`src/rtl/tile_refresh_pkg.sv`:
```
package tile_refresh_pkg;
  typedef enum logic [2:0] {
    S_IDLE    = 3'd0,
    S_INIT_RD = 3'd1,
    S_INIT_WR = 3'd2,
    S_WAIT    = 3'd3,
    S_RD      = 3'd4,
    S_EVAL    = 3'd5,
    S_REQ     = 3'd6
  } seq_state_t;
endpackage

```
`src/rtl/step_divider.sv`:
```
module step_divider #(
  parameter int DIV_W = 16
) (
  input  logic             clk,
  input  logic             rst,
  input  logic             en,
  input  logic [DIV_W-1:0] period,
  output logic             step
);
  logic [DIV_W-1:0] cnt;
  logic [DIV_W:0]   cnt_next;

  assign cnt_next = {1'b0, cnt} + {{DIV_W{1'b0}}, 1'b1};

  always_ff @(posedge clk) begin
    if (rst || !en) begin
      cnt  <= '0;
      step <= 1'b0;
    end else if (cnt_next >= {1'b0, period}) begin
      cnt  <= '0;
      step <= 1'b1;
    end else begin
      cnt  <= cnt_next[DIV_W-1:0];
      step <= 1'b0;
    end
  end
endmodule

```
`src/rtl/profile_store.sv`:
```
module profile_store #(
  parameter int DEPTH = 16,
  parameter int W     = 6,
  parameter int AW    = 4
) (
  input  logic          clk,
  input  logic          we,
  input  logic [AW-1:0] waddr,
  input  logic [W-1:0]  wdata,
  input  logic [AW-1:0] raddr,
  output logic [W-1:0]  rdata
);
  logic [W-1:0] mem [DEPTH];

  always_ff @(posedge clk) begin
    if (we) mem[waddr] <= wdata;
    rdata <= mem[raddr];
  end
endmodule

```
`src/rtl/tile_sweeper.sv`:
```
module tile_sweeper
  import tile_refresh_pkg::*;
#(
  parameter int NUM_TILES = 16,
  parameter int CNT_W     = 6,
  parameter int PEND_W    = 4,
  parameter int TILE_W    = 4
) (
  input  logic              clk,
  input  logic              rst,
  input  logic              start,
  input  logic              run_en,
  input  logic              step,
  input  logic [CNT_W-1:0]  prof_q,
  output logic [TILE_W-1:0] idx,
  output logic              tmr_en,
  output logic              req_valid,
  input  logic              req_ready,
  output logic [TILE_W-1:0] req_tile,
  output logic              overrun
);
  localparam logic [TILE_W-1:0] LAST     = TILE_W'(NUM_TILES - 1);
  localparam logic [PEND_W-1:0] PEND_MAX = '1;

  seq_state_t        st;
  logic [CNT_W-1:0]  cnt_mem [NUM_TILES];
  logic [PEND_W-1:0] pend;
  logic [CNT_W-1:0]  cur, dec, cnt_wd;
  logic              cnt_we, take;

  always_comb begin
    cur = cnt_mem[idx];
    dec = (cur == '0) ? '0 : cur - CNT_W'(1);
  end

  assign take   = (st == S_WAIT) && (pend != '0);
  assign tmr_en = run_en && (st == S_WAIT || st == S_RD || st == S_EVAL || st == S_REQ);

  always_comb begin
    cnt_we = 1'b0;
    cnt_wd = prof_q;
    if (!start) begin
      case (st)
        S_INIT_WR: cnt_we = 1'b1;
        S_EVAL: if (dec != '0) begin
          cnt_we = 1'b1;
          cnt_wd = dec;
        end
        S_REQ: cnt_we = req_ready;
        default: cnt_we = 1'b0;
      endcase
    end
  end

  // single write port per cycle: one shared decrementer over a RAM-like array
  always_ff @(posedge clk) begin
    if (cnt_we) cnt_mem[idx] <= cnt_wd;
  end

  always_ff @(posedge clk) begin
    if (rst || start) begin
      pend <= '0;
    end else if (step && !take) begin
      if (pend != PEND_MAX) pend <= pend + PEND_W'(1);
    end else if (!step && take) begin
      pend <= pend - PEND_W'(1);
    end
  end

  always_ff @(posedge clk) begin
    if (rst) begin
      st        <= S_IDLE;
      idx       <= '0;
      req_valid <= 1'b0;
      req_tile  <= '0;
      overrun   <= 1'b0;
    end else if (start) begin
      st        <= S_INIT_RD;
      idx       <= '0;
      req_valid <= 1'b0;
      overrun   <= 1'b0;
    end else begin
      case (st)
        S_IDLE:    st <= S_IDLE;
        S_INIT_RD: st <= S_INIT_WR;
        S_INIT_WR: begin
          if (idx == LAST) st <= S_WAIT;
          else begin
            idx <= idx + TILE_W'(1);
            st  <= S_INIT_RD;
          end
        end
        S_WAIT: begin
          if (pend != '0) begin
            idx <= '0;
            st  <= S_RD;
          end
        end
        S_RD: st <= S_EVAL;
        S_EVAL: begin
          if (dec == '0) begin
            req_valid <= 1'b1;
            req_tile  <= idx;
            st        <= S_REQ;
          end else if (idx == LAST) begin
            st <= S_WAIT;
          end else begin
            idx <= idx + TILE_W'(1);
            st  <= S_RD;
          end
        end
        S_REQ: begin
          if (req_ready) begin
            req_valid <= 1'b0;
            if (idx == LAST) st <= S_WAIT;
            else begin
              idx <= idx + TILE_W'(1);
              st  <= S_RD;
            end
          end
        end
        default: st <= S_IDLE;
      endcase
      if (step && (st != S_WAIT || pend != '0)) overrun <= 1'b1;
    end
  end
endmodule

```
`src/rtl/tile_refresh_sequencer.sv`:
```
module tile_refresh_sequencer #(
  parameter int NUM_TILES = 16,
  parameter int CNT_W     = 6,
  parameter int DIV_W     = 16,
  parameter int PEND_W    = 4,
  localparam int TILE_W   = (NUM_TILES > 1) ? $clog2(NUM_TILES) : 1
) (
  input  logic              clk,
  input  logic              rst,
  input  logic              start,
  input  logic              run_en,
  input  logic [DIV_W-1:0]  div_period,
  input  logic              prof_we,
  input  logic [TILE_W-1:0] prof_addr,
  input  logic [CNT_W-1:0]  prof_data,
  output logic              req_valid,
  input  logic              req_ready,
  output logic [TILE_W-1:0] req_tile,
  output logic              overrun
);
  logic              step_pulse;
  logic              tmr_en;
  logic [CNT_W-1:0]  prof_q;
  logic [TILE_W-1:0] rd_idx;

  step_divider #(.DIV_W(DIV_W)) u_div (
    .clk    (clk),
    .rst    (rst),
    .en     (tmr_en),
    .period (div_period),
    .step   (step_pulse)
  );

  profile_store #(.DEPTH(NUM_TILES), .W(CNT_W), .AW(TILE_W)) u_prof (
    .clk   (clk),
    .we    (prof_we),
    .waddr (prof_addr),
    .wdata (prof_data),
    .raddr (rd_idx),
    .rdata (prof_q)
  );

  tile_sweeper #(
    .NUM_TILES (NUM_TILES),
    .CNT_W     (CNT_W),
    .PEND_W    (PEND_W),
    .TILE_W    (TILE_W)
  ) u_sweep (
    .clk       (clk),
    .rst       (rst),
    .start     (start),
    .run_en    (run_en),
    .step      (step_pulse),
    .prof_q    (prof_q),
    .idx       (rd_idx),
    .tmr_en    (tmr_en),
    .req_valid (req_valid),
    .req_ready (req_ready),
    .req_tile  (req_tile),
    .overrun   (overrun)
  );
endmodule

```
`config.mk`:
```
export PLATFORM = sky130hd
export DESIGN_NAME = tile_refresh_sequencer
export DESIGN_NICKNAME = d
export VERILOG_FILES = /design/src/rtl/tile_refresh_pkg.sv /design/src/rtl/step_divider.sv /design/src/rtl/profile_store.sv /design/src/rtl/tile_sweeper.sv /design/src/rtl/tile_refresh_sequencer.sv
export SDC_FILE = /design/constraint.sdc
export NUM_CORES = 1
export LEC_CHECK = 0
export CAP_MARGIN = 20
export CORE_ASPECT_RATIO = 1.5
export CORE_MARGIN = 4
export CORE_UTILIZATION = 50
export CTS_CLUSTER_DIAMETER = 150
export DETAILED_ROUTE_END_ITERATION = 6
export PLACE_DENSITY = 0.72
export SETUP_SLACK_MARGIN = 0.02
export SLEW_MARGIN = 20
export SYNTH_ARGS = -nofsm -noshare
export SYNTH_HDL_FRONTEND = slang
export SYNTH_SLANG_ARGS = --single-unit
```
`constraint.sdc`:
```
create_clock -name clk -period 5.35 [get_ports clk]
set_input_delay 0.535 -clock clk [delete_from_list [all_inputs] [get_ports clk]]
set_output_delay 0.535 -clock clk [all_outputs]
set_load 0.05 [all_outputs]
```
==> reports/results.ini <==
[finish]
layout_common_cells=edfxtp_1 (192), mux4_2 (55), nor2_1 (45)
final_common_cell=edfxtp_1
register_area_sq_mm=0.006650
multiInputGateArea_sq_mm=0.003193
final_nets=756
fillers=1508
antenna_cells=0
drive_gt1_share_pct=15.94
fin_area_sq_mm=0.01147
area.growth.synth_to_final_pct=14.20

[pwr]
p_leak_uw=0.003773
power_density_mw_per_mm2=324.2
p_total_uw=3719
vdd_drop_max_mv=0.2785

[clock_network]
cts_num_sinks=236
ctsHoldBuffers=0
clk_pin_slew_ps=60
cts_setup_buffers=0
htree_levels=1
post_cts_resized=0
clk_latency_ps=500
clockBufferDepth=3
numCtsBuffers=23
cts-root-buf=clkbuf_16
cts_tree=yes

[drt]
routed_via_density=5.768
drc_errors=0
drtAntennaViolNets=0
dr.pass1.iters=5
drt_iter0_markers=443
drt-total-wl_um=20120
wl_per_cell_um=20.63
vias=5624

[global_route]
grt_max_degree=32
grt_pass1_wl_um=32730
grt_usage_pct=18.83
grt.overflow.total=0
grt_pass1_vias=5904
grt_antenna_before_repair=0

[min_path]
hold_class=reg2reg

[sta]
timing.slew.headroom_pct=30.32
rsz0062_at_grt=false
finClkSkew_ps=10.41
slew_violations=0
finalSetupViolCount=0
min_period_ps=4297
fin_crit_sh_pct=80.32
hold_viol_final=0
tns_ps=0
worst_slew_pin_slew_ps=1037
max_freq_mhz=232.7

[logic_synthesis]
ys_types=49
ys_seq_elements=236
synthArstFlopShare_pct=0
seq_area_frac_synth_pct=66.16
yosys_warnings=0
syn_area_sq_mm=0.01005
synth_ff_type=edfxtp_1
avgSynthCellArea_sq_um=15.41
syn-num-nets=709
synth_edf_count=192
postSynthCellCount=652

[critical_path]
critPathTopFamily=simple AND/OR/NAND/NOR gates
cp-end-kind=flop
path_common_cell=buf_4
crit_slowest_cell=nor3_1
critPathKind=reg2reg
critPathBufInv=3
start_kind=flop
crit_chain=buf_4 > mux4_2 > a211oi_1 > nor2_1 > inv_1 > ha_1 > nor4b_1 > o31ai_2 > buf_4 > a22oi_2 > nor3_1
crit_arrival_ps=4420
crit_required_ps=5470
slowest_delay_ps=800
crit_path_max_fanout=13

[place]
gp_congestion=0.8794
port-buffer-count=37
dp_hpwl_um=14130
placed_area_sq_mm=0.01070

[die]
fp-row-count=63
ios=38
die_width_um=123.7
dieArea_sq_mm=0.02247
core_area_sq_mm=0.01979
start_util_pct=50.77
die_h_um=181.6

[flow_run]
maxCapViolations=0

[run_status]
status=complete, no violations

-- power breakdown --
part           internal, uW  total, uW  switching (uW)
Sequential             1990       2000            8.06
Clock                   966       1620             654
Combinational          44.9       97.4            52.5
Total                  3010       3720             714
-- kinds of logic after synthesis --
kind of cell,after synthesis,synth area share [%]
flip-flops,236,66.16
AND/OR/NAND/NOR,194,9.777
AO/OA/AOI/OAI,64,3.948
adder cells (fa/ha/maj),25,3.188
buffers and inverters,51,2.105
XOR/XNOR,18,1.569
multiplexers,64,13.25
-- tightest hold or removal path, stage by stage, from the launching register on --
cell     delay, ps
dfxtp_1        330
a21oi_1         40
nor2_1          70
-- path summary, 6_finish.rpt --
path	slack, ps	cells after the start	endpoint	start
worst min-delay path	480	2	u_sweep.overrun	u_sweep.overrun
worst max register to register	1050	11	u_sweep.cnt_mem[7][5]	flop
worst min register to register	480	2	u_sweep.overrun	u_sweep.overrun
worst max-delay path	1050	11	u_sweep.cnt_mem[7][5]	flop
-- registers in the layout, indices dropped and copies added (netlist names), named ones only --
register and cells:
u_prof.mem 96, u_sweep.cnt_mem 96, u_div.cnt 16, u_prof.rdata 6, u_sweep.idx 4, u_sweep.pend 4
u_sweep.req_tile 4, u_sweep.st 3, u_div.step 1, u_sweep.overrun 1, u_sweep.req_valid 1
-- layer usage --
layer	GRT usage, %	vias to the layer above	share of wire, %
met5	0	-	0
met4	5.188	0	2.4
met3	2.026	42	4.1
met2	33.95	171	56
met1	23.79	2836	38
li1	-	2575	-
-- synthesized netlist by cell type (3+ instances only) --
master / n / area share, %
a211oi_1: 3 / 0.22
nand4_1: 3 / 0.19
nor2b_1: 23 / 1.4
nor2_1: 45 / 1.7
and2_1: 13 / 0.81
xnor2_1: 11 / 0.96
nand2_1: 41 / 1.5
nand3b_1: 4 / 0.30
clkbuf_1: 16 / 0.60
buf_2: 4 / 0.20
o21ai_0: 19 / 0.95
mux4_2: 55 / 12
inv_1: 26 / 0.97
nor3_1: 14 / 0.70
edfxtp_1: 192 / 57
nor3b_1: 3 / 0.22
xor2_1: 7 / 0.61
mux2i_1: 7 / 0.70
buf_1: 3 / 0.11
o21a_1: 4 / 0.30
ha_1: 24 / 3.0
o31ai_1: 3 / 0.22
and3_1: 7 / 0.44
nand2b_1: 5 / 0.31
dfxtp_1: 44 / 8.8
a21oi_1: 20 / 1.0
nand3_1: 23 / 1.1
or2_2: 4 / 0.25
-- layout make-up --
cell class                      instances  area share [%]
Sequential cell                       236           57.97
Clock inverter                         13           1.265
Tap cell                              260           2.836
Inverter                               26          0.8507
Multi-Input combinational cell        365           27.83
Clock buffer                           28           5.366
Timing Repair Buffer                   47           3.883
-- per-stage QoR --
stage | cells | util (%) | worst slack [ps] | hold WS, ps
final | 975 | 57.98 | 1053 | 477.4
after floorplan | 652 | - | 1509 | 444.1
after global placement | 934 | 54.10 | 1326 | 453.8
after CTS | 975 | 57.95 | 1079 | 485.0
after detailed placement | 934 | 54.10 | 1120 | 468.9
after global routing | 975 | 57.98 | 807.1 | 514.6
No activity file was read; power rests on OpenSTA's default activity.
